$ cat src/rtl/tmr_pkg.sv
package tmr_pkg;

  typedef enum logic [1:0] {
    MODE_IDLE   = 2'b00,
    MODE_EVENT  = 2'b01,
    MODE_TIMER  = 2'b10,
    MODE_PWIDTH = 2'b11
  } tmrMode_e;

  typedef enum logic [1:0] {
    PW_ARM  = 2'b00,
    PW_MEAS = 2'b01,
    PW_DONE = 2'b10
  } pwState_e;

  typedef struct packed {
    logic load;
    logic inc;
    logic clrFlag;
  } dpStrobe_t;

  localparam logic [1:0] ADDR_CTRL    = 2'd0;
  localparam logic [1:0] ADDR_PRELOAD = 2'd1;
  localparam logic [1:0] ADDR_COUNT   = 2'd2;
  localparam logic [1:0] ADDR_STATUS  = 2'd3;

  localparam int CTRL_RUN_BIT  = 3;
  localparam int CTRL_EDGE_BIT = 2;
  localparam int CTRL_CFG_LSB  = 4;

endpackage

$ cat src/rtl/tmr_edge_sync.sv
module tmr_edge_sync #(
  parameter int SYNC_STAGES = 2
) (
  input  logic clk,
  input  logic rstN,
  input  logic asyncIn,
  output logic riseOut,
  output logic fallOut
);
  logic [SYNC_STAGES-1:0] syncQ;
  logic prevQ;

  always_ff @(posedge clk) begin
    if (!rstN) begin
      syncQ <= '0;
      prevQ <= 1'b0;
    end else begin
      syncQ <= {syncQ[SYNC_STAGES-2:0], asyncIn};
      prevQ <= syncQ[SYNC_STAGES-1];
    end
  end

  assign riseOut = syncQ[SYNC_STAGES-1] & ~prevQ;
  assign fallOut = ~syncQ[SYNC_STAGES-1] & prevQ;

endmodule

$ cat src/rtl/tmr_tick_gen.sv
module tmr_tick_gen #(
  parameter bit USE_PRESCALER = 1'b1,
  parameter int PSC_W         = 3,
  parameter int FIXED_DIV_LOG = 2
) (
  input  logic             clk,
  input  logic             rstN,
  input  logic             clear,
  input  logic [PSC_W-1:0] cfg,
  input  logic             lfTick,
  output logic             tick
);
  localparam int DIV_W = (1 << PSC_W) - 1;

  logic [DIV_W-1:0] divQ;
  logic [DIV_W-1:0] divMask;
  logic             divHit;

  always_ff @(posedge clk) begin
    if (!rstN || clear) divQ <= '0;
    else                divQ <= divQ + 1'b1;
  end

  assign divHit = ((divQ & divMask) == divMask);

  generate
    if (USE_PRESCALER) begin : g_prescaler
      logic unusedLfTick;
      assign unusedLfTick = lfTick;
      always_comb begin
        divMask = '0;
        for (int i = 0; i < DIV_W; i++) divMask[i] = (i < int'(cfg));
      end
      assign tick = divHit;
    end else begin : g_source_sel
      always_comb begin
        divMask = '0;
        for (int i = 0; i < DIV_W; i++) divMask[i] = (i < FIXED_DIV_LOG);
      end
      assign tick = (|cfg) ? lfTick : divHit;
    end
  endgenerate

endmodule

$ cat src/rtl/tmr_ctrl.sv
module tmr_ctrl
  import tmr_pkg::*;
#(
  parameter int CNT_W         = 16,
  parameter bit USE_PRESCALER = 1'b1,
  parameter int PSC_W         = 3,
  parameter int SYNC_STAGES   = 2
) (
  input  logic             clk,
  input  logic             rstN,
  input  logic             wrEn,
  input  logic [1:0]       addr,
  input  logic [CNT_W-1:0] wData,
  input  logic             extIn,
  input  logic             lfTick,
  output logic [7:0]       ctrlQ,
  output logic [CNT_W-1:0] preloadQ,
  output dpStrobe_t        stb
);
  localparam logic [7:0] CTRL_MASK = USE_PRESCALER ?
      8'((1 << (CTRL_CFG_LSB + PSC_W)) - 1) : 8'h1F;

  tmrMode_e mode;
  logic     edgeSel, runQ, runPrevQ, loadPulse, active;
  logic     intTick, rise, fall, evTick, startEv, stopEv;
  pwState_e pwQ, pwNext;

  always_ff @(posedge clk) begin
    if (!rstN) begin
      ctrlQ    <= '0;
      preloadQ <= '0;
      runPrevQ <= 1'b0;
    end else begin
      runPrevQ <= runQ;
      if (wrEn && addr == ADDR_CTRL)    ctrlQ    <= wData[7:0] & CTRL_MASK;
      if (wrEn && addr == ADDR_PRELOAD) preloadQ <= wData;
    end
  end

  assign mode      = tmrMode_e'(ctrlQ[1:0]);
  assign edgeSel   = ctrlQ[CTRL_EDGE_BIT];
  assign runQ      = ctrlQ[CTRL_RUN_BIT];
  assign loadPulse = runQ & ~runPrevQ;
  assign active    = runQ & ~loadPulse;

  tmr_tick_gen #(
    .USE_PRESCALER(USE_PRESCALER),
    .PSC_W        (PSC_W),
    .FIXED_DIV_LOG(2)
  ) u_tick (
    .clk   (clk),
    .rstN  (rstN),
    .clear (~runQ | loadPulse),
    .cfg   (ctrlQ[CTRL_CFG_LSB +: PSC_W]),
    .lfTick(lfTick),
    .tick  (intTick)
  );

  tmr_edge_sync #(.SYNC_STAGES(SYNC_STAGES)) u_sync (
    .clk    (clk),
    .rstN   (rstN),
    .asyncIn(extIn),
    .riseOut(rise),
    .fallOut(fall)
  );

  assign evTick  = edgeSel ? fall : rise;
  assign startEv = edgeSel ? rise : fall;
  assign stopEv  = edgeSel ? fall : rise;

  always_comb begin
    pwNext = pwQ;
    if (!runQ || loadPulse) pwNext = PW_ARM;
    else begin
      case (pwQ)
        PW_ARM:  if (mode == MODE_PWIDTH && startEv) pwNext = PW_MEAS;
        PW_MEAS: if (stopEv) pwNext = PW_DONE;
        PW_DONE: pwNext = PW_DONE;
        default: pwNext = PW_ARM;
      endcase
    end
  end

  always_ff @(posedge clk) begin
    if (!rstN) pwQ <= PW_ARM;
    else       pwQ <= pwNext;
  end

  always_comb begin
    stb.load    = loadPulse;
    stb.clrFlag = wrEn && (addr == ADDR_STATUS) && wData[0];
    case (mode)
      MODE_EVENT:  stb.inc = active & evTick;
      MODE_TIMER:  stb.inc = active & intTick;
      MODE_PWIDTH: stb.inc = active & intTick & (pwQ == PW_MEAS);
      default:     stb.inc = 1'b0;
    endcase
  end

  assert_stopped_no_count_R7: assert property (@(posedge clk) disable iff (!rstN)
    (!runQ || mode == MODE_IDLE) |-> !stb.inc)
    else $error("count strobe while stopped or idle");

  assert_load_on_enable_R3: assert property (@(posedge clk) disable iff (!rstN)
    $rose(ctrlQ[CTRL_RUN_BIT]) |-> (stb.load && !stb.inc))
    else $error("no load on run rising");

  assert_pw_hold_R10: assert property (@(posedge clk) disable iff (!rstN)
    (pwQ == PW_DONE && mode == MODE_PWIDTH) |-> !stb.inc)
    else $error("count after pulse measurement finished");

  assert_pw_done_sticky_R10: assert property (@(posedge clk) disable iff (!rstN)
    (pwQ == PW_DONE && runQ) |=> (pwQ == PW_DONE || $past(loadPulse)))
    else $error("measurement rearmed without run toggle");

endmodule

$ cat src/rtl/tmr_datapath.sv
module tmr_datapath
  import tmr_pkg::*;
#(
  parameter int CNT_W = 16
) (
  input  logic             clk,
  input  logic             rstN,
  input  dpStrobe_t        stb,
  input  logic [CNT_W-1:0] preload,
  output logic [CNT_W-1:0] countQ,
  output logic             flagQ
);
  logic wrapNow;

  assign wrapNow = stb.inc && (countQ == '1);

  always_ff @(posedge clk) begin
    if (!rstN) begin
      countQ <= '0;
      flagQ  <= 1'b0;
    end else begin
      if (stb.load)     countQ <= preload;
      else if (stb.inc) countQ <= wrapNow ? preload : countQ + 1'b1;
      if (wrapNow && !stb.load) flagQ <= 1'b1;
      else if (stb.clrFlag)     flagQ <= 1'b0;
    end
  end

  assert_wrap_reload_R11: assert property (@(posedge clk) disable iff (!rstN)
    (stb.inc && !stb.load && countQ == '1) |=> (countQ == $past(preload) && flagQ))
    else $error("wrap did not reload and flag");

  assert_flag_sticky_R12: assert property (@(posedge clk) disable iff (!rstN)
    (flagQ && !stb.clrFlag) |=> flagQ)
    else $error("flag dropped without clear");

  assert_count_hold_R7: assert property (@(posedge clk) disable iff (!rstN)
    (!stb.inc && !stb.load) |=> $stable(countQ))
    else $error("count moved without strobe");

  assert_load_value_R3: assert property (@(posedge clk) disable iff (!rstN)
    stb.load |=> (countQ == $past(preload)))
    else $error("load value wrong");

endmodule

$ cat src/rtl/multimode_timer.sv
module multimode_timer
  import tmr_pkg::*;
#(
  parameter int CNT_W         = 16,
  parameter bit USE_PRESCALER = 1'b1,
  parameter int PSC_W         = 3,
  parameter int SYNC_STAGES   = 2
) (
  input  logic             clk,
  input  logic             rstN,
  input  logic             wrEn,
  input  logic [1:0]       addr,
  input  logic [CNT_W-1:0] wData,
  output logic [CNT_W-1:0] rData,
  input  logic             extIn,
  input  logic             lfTick,
  output logic             ovfIrq
);
  logic [7:0]       ctrlQ;
  logic [CNT_W-1:0] preloadQ, countQ;
  logic             flagQ;
  dpStrobe_t        stb;

  tmr_ctrl #(
    .CNT_W        (CNT_W),
    .USE_PRESCALER(USE_PRESCALER),
    .PSC_W        (PSC_W),
    .SYNC_STAGES  (SYNC_STAGES)
  ) u_ctrl (
    .clk     (clk),
    .rstN    (rstN),
    .wrEn    (wrEn),
    .addr    (addr),
    .wData   (wData),
    .extIn   (extIn),
    .lfTick  (lfTick),
    .ctrlQ   (ctrlQ),
    .preloadQ(preloadQ),
    .stb     (stb)
  );

  tmr_datapath #(.CNT_W(CNT_W)) u_dp (
    .clk    (clk),
    .rstN   (rstN),
    .stb    (stb),
    .preload(preloadQ),
    .countQ (countQ),
    .flagQ  (flagQ)
  );

  always_comb begin
    case (addr)
      ADDR_CTRL:    rData = CNT_W'(ctrlQ);
      ADDR_PRELOAD: rData = preloadQ;
      ADDR_COUNT:   rData = countQ;
      default:      rData = CNT_W'(flagQ);
    endcase
  end

  assign ovfIrq = flagQ;

endmodule

$ cat config.mk
export PLATFORM = sky130hd
export DESIGN_NAME = multimode_timer
export DESIGN_NICKNAME = d
export VERILOG_FILES = /design/src/rtl/tmr_pkg.sv /design/src/rtl/tmr_edge_sync.sv /design/src/rtl/tmr_tick_gen.sv /design/src/rtl/tmr_ctrl.sv /design/src/rtl/tmr_datapath.sv /design/src/rtl/multimode_timer.sv
export SDC_FILE = /design/constraint.sdc
export NUM_CORES = 1
export LEC_CHECK = 0
export BUFFER_PORTS_ARGS = -buffer_cell sky130_fd_sc_hd__clkbuf_2
export CAP_MARGIN = 20
export CELL_PAD_IN_SITES_DETAIL_PLACEMENT = 1
export CELL_PAD_IN_SITES_GLOBAL_PLACEMENT = 1
export CORE_MARGIN = 2
export CORE_UTILIZATION = 35
export DETAILED_ROUTE_END_ITERATION = 8
export GPL_TIMING_DRIVEN = 0
export PLACE_DENSITY = 0.79
export REMOVE_ABC_BUFFERS = 1
export SLEW_MARGIN = 20
export SYNTH_ARGS = -nofsm -noshare
export SYNTH_HDL_FRONTEND = slang
export SYNTH_HIERARCHICAL = 1
export SYNTH_SLANG_ARGS = --single-unit
export TNS_END_PERCENT = 10
$ cat constraint.sdc
create_clock -name clk -period 4.41 [get_ports clk]
set_input_delay 0.441 -clock clk [delete_from_list [all_inputs] [get_ports clk]]
set_output_delay 0.441 -clock clk [all_outputs]
set_load 0.02 [all_outputs]
==> results of run 1 <==
==> sequential cells by signal, indices dropped and copies added, names as in the netlist <==
register and count:
u_ctrl/ctrlQ 7, u_ctrl/preloadQ 16, u_ctrl/pwQ 2, u_ctrl/runPrevQ 1, u_ctrl/u_sync/prevQ 1, u_ctrl/u_sync/syncQ 2
u_ctrl/u_tick/divQ 7, u_dp/countQ 16, u_dp/flagQ 1
==> synth_stat cells (5+ instances only) <==
cell       number
nor2b_1        10
a21oi_1        11
nand2_1        60
nand4_1         7
nor2_1         22
a21boi_1       10
o21ai_0         9
a31oi_1         8
a21boi_0        6
and2_1          5
buf_6           9
inv_1           8
nand3_1         8
o2bb2ai_1       7
dfxtp_1        53
ha_1            5
a22o_1          8
clkbuf_1        6
mux2i_1        20
==> layer usage <==
metal  vias to the layer above  track usage [%]  wire length, microns
met5                         -                0                     0
met1                      1272             23.7                  3580
met4                         0             5.83                   138
met2                        41             28.9                  3550
met3                        12             2.37                   274
li1                       1258                -                     -
==> layout make-up <==
| class | count | area (sq um) | area share (%) |
|---|---|---|---|
| Clock buffer | 6 | 82.6 | 2.59 |
| Clock inverter | 1 | 7.51 | 0.235 |
| Inverter | 8 | 30.0 | 0.940 |
| Multi-Input combinational cell | 259 | 1690 | 52.9 |
| Sequential cell | 53 | 1060 | 33.2 |
| Tap cell | 105 | 131 | 4.11 |
| Timing Repair Buffer | 38 | 190 | 5.96 |
==> cell families (layout without fill, tap and decap cells) <==
family	after synthesis	in the layout	synth area share (%)
DFF	53	53	36.3
muxes	21	21	7.61
and+or+nand+nor	148	148	26.9
adders and majority gates	5	5	2.14
other	1	1	0.128
buffers and inverters	27	53	6.20
AOI/OAI and AO/OA	77	77	18.6
xor gates and xnor gates	7	7	2.10
==> metrics by stage <==
step           utilization [%]  instances  power (mW)
6_report                  39.1        470       0.872
5_1_grt                   39.1        470       0.911
4_1_cts                   39.1        470       0.882
3_5_place_dp              38.0        463       0.602
3_3_place_gp              37.9        463       0.598
2_1_floorplan                -        320       0.561
==> worst max-delay path: stages (launching register included) <==
cell	delay, ns
dfxtp_1	0.40
and2_4	0.18
o21ai_0	0.07
a21oi_1	0.13
o22a_1	0.17
a31oi_1	0.09
nor2_1	0.38
nand4_1	0.22
nor4_4	0.39
nor2_2	0.28
nor3_1	0.30
a211oi_2	0.07
==> power breakdown <==
part | total [mW] | switching (mW) | internal (mW) | leakage, nW
clock | 0.282 | 0.158 | 0.124 | 0.0433
combinational | 0.0854 | 0.0511 | 0.0343 | 0.701
sequential | 0.505 | 0.0143 | 0.491 | 0.430
total | 0.872 | 0.223 | 0.649 | 1.17
==> final timing paths <==
kind	start	slack [ns]	end	cells past startpoint
setup / recovery	u_ctrl/u_tick/divQ[2]	1.59	u_dp/countQ[14]	11
hold / removal	extIn	0.32	u_ctrl/u_sync/syncQ[0]	2
setup reg to reg	u_ctrl/u_tick/divQ[2]	1.59	u_dp/countQ[14]	11
hold reg to reg	u_ctrl/u_sync/syncQ[0]	0.45	u_ctrl/u_sync/syncQ[1]	1
==> results.ini, run 1 <==
[run_status]
status = finished, final reports clean

[worst_hold_path]
hold_class = primary input to register

[finish]
final_cell_mix = nand2_1, dfxtp_1, clkbuf_2
nets = 393
diodes = 0
postLayoutCellArea_sq_mm = 0.00319
fillCellCount = 1013
drive_above_1_share_pct = 16.7
final_common_cell = nand2_1
areaGrowthSynthToFinish_pct = 9.15

[logic_synthesis]
ys_warn_count = 6
synthArstFlopShare_pct = 0
synth_edf_count = 0
seq_area_frac_synth_pct = 36.3
ys_types = 55
synthTopCellsByArea = dfxtp_1, nand2_1, mux2i_1
synth_cells = 339
netlist.area_leader.share_pct = 36.3
avgSynthCellArea_sq_um = 8.63
syn_area_sq_mm = 0.00293
ys_ff_latch = 53
ys.flop_type = dfxtp_1
yosysTopAreaCell = dfxtp_1

[floorplan]
dieArea_sq_mm = 0.00910
core_region_area_sq_mm = 0.00818
initial_core_util_pct = 35.8
die_h_microns = 95.4
io_pins = 40
row_count = 33
die_x_microns = 95.4

[job]
maxCapViolCount = 0

[placement]
pre_cts_slack_ns = 1.63
placed_area_sq_mm = 0.00310
dp_hpwl_microns = 5480
routabilityCongestion = 0.817
port_buffers = 38

[clocking]
h-tree-depth = 2
post-cts-setup-buffers = 0
numCtsBuffers = 5
path_clk_slew_ns = 0.09
clock_latency_ns = 0.31
clock_path_buffers = 2
cts_tree = done
cts_sinks = 53
hold_buffers = 0
cts_root_buf = clkbuf_8
cts_resized = 0

[sta]
fin_crit_sh_pct = 64.0
worstMarginPinSlew_ns = 0.859
setup_tns_ns = 0
finalSetupViolations = 0
min_period_ns = 2.82
fin_skew_ns = 0.00650
slew_headroom_pct = 42.6
max_freq_mhz = 354
hold_viol = 0
rsz0062_at_grt = false
whs_ns = 0.325
slew_viol_final = 0
setup_slack_ns = 1.59

[detailed_routing]
drt_iter0_drc = 150
drcViolationCount = 0
dr.pass1.iters = 4
viasPerCell = 5.50
vias = 2583
ant_nets = 0
postRouteWirelength_microns = 7540
avgRoutedWirePerCell_microns = 16.1

[worst_setup_path]
start_kind = register
end_kind = register
cp_max_fo = 18
critPathArrivalTime_ns = 2.98
critPathRequiredTime_ns = 4.57
critical_path_class = register to register

[grt]
antenna_found_initial = 0
grt_max_degree = 44
grt_pass1_wl_microns = 12700
grt_pass1_vias = 2591
grtUsageTotal_pct = 17.6
grt-ovfl-total = 0

[pwr]
p_leak_nw = 1.17
ir_drop_v = 0.000110
pwr_density_cell_mw_per_mm2 = 273

(Power assumes the default switching activity.)
==> run 2: changes to the inputs <==
PLACE_DENSITY = 0.81   (was 0.79)
clock period = 2.5 ns   (was 4.41 ns; I/O delays follow)
==> results.ini, run 2 (synthesis gave the netlist of run 1 again) <==
[run_status]
status = finished, final reports clean

[sta]
slew_viol_final = 0  ; unchanged
hold_viol = 0  ; unchanged
setup_tns_ns = 0  ; unchanged
worstMarginPinSlew_ns = 0.855  ; -0.00428 ns
whs_ns = 0.127  ; -0.198 ns
fin_crit_sh_pct = 93.7  ; +30 points
min_period_ns = 2.34  ; -0.479 ns
fin_skew_ns = 0.00603  ; -0.000466 ns
slew_headroom_pct = 42.8  ; +0.15 points
finalSetupViolations = 0  ; unchanged
max_freq_mhz = 427  ; +20%
setup_slack_ns = 0.158  ; -1.43 ns

[clocking]
cts_sinks = 53  ; unchanged
clock_path_buffers = 2  ; unchanged
h-tree-depth = 2  ; unchanged
cts_root_buf = clkbuf_8
numCtsBuffers = 5  ; unchanged
cts_tree = done
clock_latency_ns = 0.31  ; about the same
path_clk_slew_ns = 0.10  ; about the same
hold_buffers = 0  ; unchanged

[floorplan]
row_count = 33  ; unchanged
io_pins = 40  ; unchanged
initial_core_util_pct = 35.8  ; unchanged
die_h_microns = 95.4  ; unchanged
die_x_microns = 95.4  ; unchanged
dieArea_sq_mm = 0.00910  ; unchanged
core_region_area_sq_mm = 0.00818  ; unchanged

[finish]
areaGrowthSynthToFinish_pct = 14.7
nets = 407  ; +3.6%
fillCellCount = 1013  ; unchanged
top_regs = u_ctrl/preloadQ (16), u_dp/countQ (16)
finish.utilization_pct = 41.0  ; +2.0 points
final_common_cell = nand2_1
drive_above_1_share_pct = 23.9  ; +7.2 points
final_cell_mix = nand2_1, dfxtp_1, clkbuf_2
diodes = 0  ; unchanged

[placement]
port_buffers = 38  ; unchanged
dp_hpwl_microns = 5370  ; -1.9%
routabilityCongestion = 0.836  ; +2.4%
pre_cts_slack_ns = -0.318  ; -1.95 ns

[worst_setup_path]
critical-path-max-stage-delay_ns = 0.37  ; -0.03 ns
start_kind = register
cp_max_fo = 5  ; -13
cp_slowest_cell = dfxtp_4
critPathRequiredTime_ns = 2.70  ; -1.87 ns
critPathArrivalTime_ns = 2.54  ; -0.44 ns
critical_path_class = register to register
rrSetupSlack_ns = 0.16  ; -1.43 ns
crit_chain = buf_4 -> o31ai_1 -> o22a_1 -> a31oi_2 -> nor2_2 -> nand4_1 -> nor4_4 -> buf_4 -> nor2_4 -> a31oi_2 -> a31oi_1
end_kind = register

[pwr]
ir_drop_v = 0.000197  ; +79%
total_power_mw = 1.56  ; +79%
pwr_density_cell_mw_per_mm2 = 466  ; +71%
p_leak_nw = 1.26  ; +7.1%

[detailed_routing]
drcViolationCount = 0  ; unchanged
ant_nets = 0  ; unchanged
viasPerCell = 5.44  ; -0.95%
avgRoutedWirePerCell_microns = 16.3  ; +1.6%
vias = 2640  ; +2.2%
drt_iter0_drc = 193  ; +29%
postRouteWirelength_microns = 7910  ; +4.9%
dr.pass1.iters = 4  ; unchanged

[worst_hold_path]
hold_class = primary input to register

[grt]
grt_pass1_vias = 2504  ; -3.4%
grtUsageTotal_pct = 17.1  ; -0.48 points
grt-ovfl-total = 0  ; unchanged
antenna_found_initial = 0  ; unchanged
grt_max_degree = 44  ; unchanged
grt_pass1_wl_microns = 12200  ; -3.7%

[job]
maxCapViolCount = 0  ; unchanged

[run 2: cell types whose count changed in the layout (fill, tap and decap cells not counted), moves of 2 or more]
| cell | delta |
|---|---|
| buf_4 | +9 |
| nor2_4 | +2 |
| dfxtp_1 | -6 |
| dfxtp_2 | +5 |
| a31oi_2 | +2 |
| nor2_2 | +2 |
| buf_6 | +2 |
| a31oi_1 | -2 |
| nor2_1 | -2 |
[run 2: stage by stage]
stage | std cells | instance area, sq um
after floorplan | 320 | 2770
after global placement | 463 | 3100
after detailed placement | 463 | 3100
after CTS | 474 | 3230
after global routing | 485 | 3360
final | 485 | 3360
[run 2: power by group]
group | switching (mW) | internal, mW
clock | 0.309 | 0.200
sequential | 0.0256 | 0.865
combinational | 0.0967 | 0.0682
[run 2: cell type report]
type | count | area (sq um) | area share [%]
multi-input cells | 262 | 1750 | 52.2
flip-flops and latches | 53 | 1070 | 31.9
repair buffers | 49 | 280 | 8.35
well taps | 105 | 131 | 3.91
clock buffers | 5 | 68.8 | 2.05
inverters | 8 | 30.0 | 0.895
clock inverters | 3 | 21.3 | 0.634
[run 2: path summary, 6_finish.rpt]
path	end	from	cells after the start
setup / recovery	u_dp/countQ[8]	u_ctrl/ctrlQ[4]	11
hold / removal	u_ctrl/u_sync/syncQ[0]	extIn	2
hold reg to reg	u_ctrl/u_sync/syncQ[1]	u_ctrl/u_sync/syncQ[0]	1
setup reg to reg	u_dp/countQ[8]	u_ctrl/ctrlQ[4]	11
[run 2: repair_timing]
item | 4_1_cts | 5_1_grt
setup buffers | 3 | 8
pin swaps | 3 | 12
resized for setup | 6 | 16
gates cloned | 0 | 3
endpoints found under the setup margin | 16 | 16
[run 2: critical path, delay by kind of cell (launching register included)]
| family | cells | cell delay, ns |
|---|---|---|
| flip-flops | 1 | 0.37 |
| AND/OR/NAND/NOR | 4 | 0.66 |
| buffers and inverters | 2 | 0.36 |
| AO/OA/AOI/OAI | 5 | 0.84 |
[run 2: per-layer routing]
layer | GRT usage (%) | vias to the layer above | wire length (microns)
li1 | - | 1290 | -
met1 | 23.5 | 1287 | 3910
met2 | 27.9 | 50 | 3650
met3 | 1.82 | 13 | 223
met4 | 5.83 | 0 | 123
met5 | 0 | - | 0
